[src/rtl/pd_timing_pkg.sv]
`timescale 1ns/1ps
package pd_timing_pkg;
  localparam int PSEL_W   = 3;  // prescaler code width
  localparam int PSEL_MAX = 4;  // highest valid code, 2^PSEL_MAX max ratio
  localparam int HDIV_W   = 6;
  localparam int TWIN_W   = 5;
  localparam int IFG_W    = 5;
endpackage

[src/rtl/pd_prescaler.sv]
`timescale 1ns/1ps
module pd_prescaler #(
  parameter int SEL_W   = 3,
  parameter int SEL_MAX = 4
) (
  input  logic             clk_i,
  input  logic             rst_ni,
  input  logic             en_i,
  input  logic [SEL_W-1:0] sel_i,
  output logic             tick_o
);
  localparam int CNT_W = (SEL_MAX < 1) ? 1 : SEL_MAX;

  logic [SEL_W-1:0] sel_eff;
  logic [CNT_W:0]   ratio;
  logic [CNT_W-1:0] limit;
  logic [CNT_W-1:0] cnt_q;

  // reserved codes saturate to the largest ratio
  always_comb begin
    sel_eff = (int'(sel_i) > SEL_MAX) ? SEL_W'(SEL_MAX) : sel_i;
    ratio   = (CNT_W+1)'(1) << sel_eff;
    limit   = CNT_W'(ratio - 1'b1);
  end

  always_ff @(posedge clk_i or negedge rst_ni) begin
    if (!rst_ni)             cnt_q <= '0;
    else if (!en_i)          cnt_q <= '0;
    else if (cnt_q == limit) cnt_q <= '0;
    else                     cnt_q <= cnt_q + 1'b1;
  end

  assign tick_o = en_i && (cnt_q == limit);

  AST_PCNT_BOUND: assert property (@(posedge clk_i) disable iff (!rst_ni)
    cnt_q <= limit);
  AST_PCNT_CLEAR: assert property (@(posedge clk_i) disable iff (!rst_ni)
    !en_i |=> (cnt_q == '0));
endmodule

[src/rtl/pd_tick_div.sv]
`timescale 1ns/1ps
module pd_tick_div #(
  parameter int W = 6
) (
  input  logic         clk_i,
  input  logic         rst_ni,
  input  logic         en_i,
  input  logic         tick_i,
  input  logic [W-1:0] div_i,
  output logic         tick_o
);
  logic [W-1:0] cnt_q;

  always_ff @(posedge clk_i or negedge rst_ni) begin
    if (!rst_ni)     cnt_q <= '0;
    else if (!en_i)  cnt_q <= '0;
    else if (tick_i) cnt_q <= (cnt_q == div_i) ? '0 : cnt_q + 1'b1;
  end

  assign tick_o = tick_i && (cnt_q == div_i);

  AST_DIV_BOUND: assert property (@(posedge clk_i) disable iff (!rst_ni)
    en_i |-> cnt_q <= div_i);
  AST_DIV_HOLD: assert property (@(posedge clk_i) disable iff (!rst_ni)
    (en_i && !tick_i) |=> $stable(cnt_q));
endmodule

[src/rtl/pd_gap_timer.sv]
`timescale 1ns/1ps
module pd_gap_timer #(
  parameter int W = 5
) (
  input  logic         clk_i,
  input  logic         rst_ni,
  input  logic         en_i,
  input  logic         tick_i,
  input  logic         start_i,
  input  logic [W-1:0] len_i,
  output logic         done_o
);
  logic [W-1:0] cnt_q;
  logic         run_q;
  logic         done_q;

  always_ff @(posedge clk_i or negedge rst_ni) begin
    if (!rst_ni) begin
      cnt_q <= '0; run_q <= 1'b0; done_q <= 1'b0;
    end else if (!en_i) begin
      cnt_q <= '0; run_q <= 1'b0; done_q <= 1'b0;
    end else if (start_i) begin
      // restart wins over a coincident tick
      cnt_q <= '0; run_q <= 1'b1; done_q <= 1'b0;
    end else if (run_q && tick_i) begin
      if (cnt_q == len_i) begin
        run_q  <= 1'b0;
        done_q <= 1'b1;
      end else begin
        cnt_q <= cnt_q + 1'b1;
      end
    end
  end

  assign done_o = done_q && en_i;

  AST_DONE_AFTER_TICK: assert property (@(posedge clk_i) disable iff (!rst_ni)
    $rose(done_q) |-> $past(tick_i));
  AST_START_CLEARS: assert property (@(posedge clk_i) disable iff (!rst_ni)
    (en_i && start_i) |=> !done_q);
  AST_DONE_HOLD: assert property (@(posedge clk_i) disable iff (!rst_ni)
    (en_i && done_q && !start_i) |=> done_q);
  AST_DONE_OFF: assert property (@(posedge clk_i) disable iff (!rst_ni)
    !en_i |=> !done_q && !run_q);
endmodule

[src/rtl/pd_phy_timing_gen.sv]
`timescale 1ns/1ps
module pd_phy_timing_gen
  import pd_timing_pkg::*;
#(
  parameter int P_SEL_W   = PSEL_W,
  parameter int P_SEL_MAX = PSEL_MAX,
  parameter int P_HDIV_W  = HDIV_W,
  parameter int P_TWIN_W  = TWIN_W,
  parameter int P_IFG_W   = IFG_W
) (
  input  logic                clk_i,
  input  logic                rst_ni,
  input  logic                en_i,
  input  logic [P_SEL_W-1:0]  presc_sel_i,
  input  logic [P_HDIV_W-1:0] hbit_div_i,
  input  logic [P_TWIN_W-1:0] twin_div_i,
  input  logic [P_IFG_W-1:0]  ifg_div_i,
  input  logic                ifg_start_i,
  output logic                hbit_tick_o,
  output logic                twin_tick_o,
  output logic                ifg_done_o
);
  logic presc_tick;

  pd_prescaler #(.SEL_W(P_SEL_W), .SEL_MAX(P_SEL_MAX)) u_presc (
    .clk_i, .rst_ni, .en_i,
    .sel_i (presc_sel_i),
    .tick_o(presc_tick)
  );

  pd_tick_div #(.W(P_HDIV_W)) u_hbit (
    .clk_i, .rst_ni, .en_i,
    .tick_i(presc_tick),
    .div_i (hbit_div_i),
    .tick_o(hbit_tick_o)
  );

  pd_tick_div #(.W(P_TWIN_W)) u_twin (
    .clk_i, .rst_ni, .en_i,
    .tick_i(hbit_tick_o),
    .div_i (twin_div_i),
    .tick_o(twin_tick_o)
  );

  pd_gap_timer #(.W(P_IFG_W)) u_ifg (
    .clk_i, .rst_ni, .en_i,
    .tick_i (hbit_tick_o),
    .start_i(ifg_start_i),
    .len_i  (ifg_div_i),
    .done_o (ifg_done_o)
  );

  AST_TWIN_WITH_HBIT: assert property (@(posedge clk_i) disable iff (!rst_ni)
    twin_tick_o |-> hbit_tick_o);
  AST_HBIT_NEEDS_PRESC: assert property (@(posedge clk_i) disable iff (!rst_ni)
    hbit_tick_o |-> presc_tick);
endmodule

[config.mk]
export PLATFORM = sky130hd
export DESIGN_NAME = pd_phy_timing_gen
export DESIGN_NICKNAME = d
export VERILOG_FILES = /design/src/rtl/pd_timing_pkg.sv /design/src/rtl/pd_prescaler.sv /design/src/rtl/pd_tick_div.sv /design/src/rtl/pd_gap_timer.sv /design/src/rtl/pd_phy_timing_gen.sv
export SDC_FILE = /design/constraint.sdc
export NUM_CORES = 1
export LEC_CHECK = 0
export BUFFER_PORTS_ARGS = -buffer_cell sky130_fd_sc_hd__buf_2
export CORE_ASPECT_RATIO = 1.4
export CORE_UTILIZATION = 49
export CTS_CLUSTER_SIZE = 12
export DETAILED_ROUTE_END_ITERATION = 6
export GPL_TIMING_DRIVEN = 0
export HOLD_SLACK_MARGIN = 0.08
export PLACE_DENSITY = 0.74
export SYNTH_ARGS = -nofsm -noshare
export SYNTH_HDL_FRONTEND = slang
export SYNTH_SLANG_ARGS = --single-unit
[constraint.sdc]
create_clock -name clk_i -period 1.9 [get_ports clk_i]
set_input_delay 0 -clock clk_i [delete_from_list [all_inputs] [get_ports clk_i]]
set_output_delay 0 -clock clk_i [all_outputs]
set_load 0.01 [all_outputs]
==> flow_summary.yaml <==
worst_setup_path:
  worst-setup-path-type: "reg2out"
  timing.rr.end: "u_twin.cnt_q[3]"
  crit_required_ns: 1.90
  startpoint_type: "flip-flop"
  cp_data_arrival_time_ns: 2.09
  rrSetupSlack_ns: -0.11
  worstRegToRegCells: 7
  cp_max_fo: 3
  reg2reg_from: "u_hbit.cnt_q[1]"
  worstSetupEndpointType: "output pin"
synth:
  ys_warn_count: 0
  yosysUniqueCellTypes: 44
  synthCells: 150
  syn_avg_cell_area_um2: 9.55
  ys_seq_elements: 22
  synth_area_um2: 1430
  synth_fp_nets: 177
  seq_area_frac_synth: 0.384
sta:
  slew_headroom: 0.673
  fin_crit_ns: 2.09
  rsz0062_at_grt: "true"
  timing.fmax_ghz: 0.478
  setup_tns_ns: -0.734
  slew_viol_final: 0
  worst_pin_slew_ns: 0.478
  period_share: 1.10
  hold_violations: 0
  worst_hold_slack_ns: 0.160
  layout_setup_ws_ns: -0.193
  fin_skew_ns: 0.00683
  setup_viol: 11
floorplan:
  die_height_um: 66.0
  ios: 26
  die-area_um2: 3150
  core_area_um2: 2700
  rows: 22
  initial_core_util: 0.531
  die_x_um: 47.7
final_layout:
  syn_to_final_growth_pct: 31.4
  fillers: 236
  nets: 227
  antenna_cells: 0
  multi_input_area_um2: 898
  fin_area_um2: 1880
  drive_gt1_frac: 0.352
  register_area_um2: 551
routing:
  vias: 1339
  drt_wl_total_mm: 3.45
  drt_pass1_iterations: 4
  via_per_inst: 5.70
  post_drt_wl_per_cell_um: 14.7
  remaining_drc_errors: 0
  ant_nets: 0
  drt_iter0_markers: 29
clock_tree:
  clockBufferDepth: 2
  numClockSinks: 22
  cts_root_buf: "clkbuf_4"
  htreeDepth: 1
  cts-buffers-inserted: 3
  cts_tree: "done"
  cts.clk_slew.worst_paths_ns: 0.12
  clock_latency_ns: 0.31
global_routing:
  track_usage: 0.234
  grt_max_degree: 23
  antenna_found_initial: 0
  grt_pass1_wl_mm: 5.48
  grt_pass1_vias: 1340
  grt-ovfl-total: 0
worst_hold_path:
  hp-class: "in2async"
placed_design:
  hpwl_mm: 2.30
  port_buffers: 25
  dpl_cell_area_um2: 1600
  place.gp.congestion: 0.825
pwr:
  leakage_nw: 0.832
  peakVddDrop_uv: 390
  powerDensity_nw_per_um2: 480
outcome:
  outcome: "finished with violations"
  violations: "negative setup slack"
run:
  drv_cap: 0
stage by stage:
stage / util / setup slack [ns] / std cells / power, mW
CTS: 0.670 / -0.175 / 231 / 0.892
floorplan: - / 0.0573 / 150 / 0.570
global placement: 0.594 / -0.118 / 211 / 0.622
global route: 0.698 / -0.306 / 235 / 0.947
detailed placement: 0.594 / -0.156 / 211 / 0.627
finish: 0.698 / -0.193 / 235 / 0.903
power breakdown:
part / switching [mW] / internal (mW)
sequential: 0.0118 / 0.478
clock: 0.142 / 0.117
combinational: 0.0847 / 0.0686
worst max-delay path by stage:
stage	slack, ns	from	endpoint
after floorplan	0.06	u_hbit.cnt_q[1]	u_twin.cnt_q[3]
after global placement	-0.12	u_hbit.cnt_q[0]	u_ifg.cnt_q[4]
after detailed placement	-0.16	u_hbit.cnt_q[0]	u_ifg.cnt_q[3]
after CTS	-0.18	u_hbit.cnt_q[1]	twin_tick_o
after global routing	-0.31	u_hbit.cnt_q[1]	twin_tick_o
final	-0.19	u_hbit.cnt_q[1]	twin_tick_o
critical path, cell delays in order (launching register included):
cell and delay (ns):
dfrtp_1 0.42, xor2_2 0.17, nor4_4 0.32, nand3_2 0.13, clkbuf_8 0.16, or3_4 0.35
nor2_1 0.10, buf_2 0.13
cells by family after synthesis:
| group | Yosys count | synth area share |
|---|---|---|
| buf+inv | 9 | 0.0393 |
| simple gates | 59 | 0.241 |
| compound gates | 35 | 0.172 |
| flops | 22 | 0.384 |
| xor+xnor | 21 | 0.128 |
| fa+ha+maj | 4 | 0.0349 |
cell type report:
class                   instances  share of cell area
multi-input cells             119               0.477
flip-flops and latches         22               0.293
repair buffers                 45               0.156
well taps                      36              0.0239
plain buffers                   5              0.0233
clock buffers                   4              0.0193
inverters                       4             0.00798
layer usage:
metal	wire, um	part of all wire	track usage	vias to the layer above
met4	60	0.017	0.0799	0
li1	-	-	-	650
met2	1880	0.54	0.416	31
met3	113	0.033	0.0355	9
met5	0	0	0	-
met1	1400	0.40	0.270	649
layout by cell type, fill, tap and decap left out, types with 3 or more instances in the layout:
| cell | Yosys | routed |
|---|---|---|
| o2bb2ai_1 | 3 | 3 |
| xor2_1 | 12 | 10 |
| dfrtp_1 | 22 | 22 |
| nand4b_1 | 3 | 3 |
| o211ai_1 | 4 | 4 |
| buf_4 | 1 | 18 |
| clkbuf_4 | 0 | 3 |
| buf_2 | 1 | 24 |
| ha_1 | 4 | 4 |
| nor2_1 | 10 | 10 |
| buf_6 | 1 | 3 |
| dlygate4sd3_1 | 0 | 3 |
| nand3_1 | 12 | 12 |
| or4_1 | 3 | 3 |
| inv_1 | 4 | 3 |
| nor3_1 | 3 | 3 |
| nand2_1 | 14 | 14 |
| a21oi_2 | 0 | 5 |
| xnor2_1 | 9 | 9 |
state kept, by name (all words and copies together) (netlist names):
register and flops:
u_ifg.done_q 1, u_hbit.cnt_q 6, u_presc.cnt_q 4, u_ifg.run_q 1, u_ifg.cnt_q 5, u_twin.cnt_q 5
synth_stat cells:
cell type   n  area [um2]
o31ai_1     5        37.5
a21oi_1     6        30.0
or3_1       1        6.26
clkbuf_1    1        3.75
ha_1        4        50.1
nand2_1    14        52.6
or4_1       3        22.5
or4b_4      1        13.8
o21ai_0     5        25.0
o211a_1     1        10.0
and3_1      1        6.26
nand4b_1    3        26.3
a2111oi_0   1        8.76
o311ai_0    2        17.5
buf_4       1        7.51
nor2_1     10        37.5
dfrtp_1    22         551
and4_1      1        8.76
o21a_1      2        15.0
nand2b_1    1        6.26
and2_1      2        12.5
buf_6       1        11.3
a41oi_1     1        8.76
or2_2       1        6.26
or3_4       1        11.3
nand4bb_1   1        11.3
a31oi_1     1        6.26
or2b_2      1        8.76
inv_1       4        15.0
and3b_1     1        8.76
a21boi_0    1        7.51
xor2_1     12         105
o2111ai_1   1        8.76
o211ai_1    4        30.0
nor3_1      3        15.0
o2bb2ai_1   3        26.3
xnor2_1     9        78.8
o32ai_1     1        8.76
nand3_1    12        60.1
o22ai_1     1        6.26
clkbuf_8    1        13.8
nand3_2     1        10.0
nor4_4      1        21.3
buf_2       1        5.00
what timing repair did:
action / CTS / global route
resized for setup: 10 / 14
hold buffers: 3 / 0
endpoints found under the hold margin: 25 / 0
cloned: 0 / 0
pin swaps: 11 / 1
setup endpoints to repair: 13 / 17
setup buffers: 13 / 4
Power figures use the tool's default switching activity.
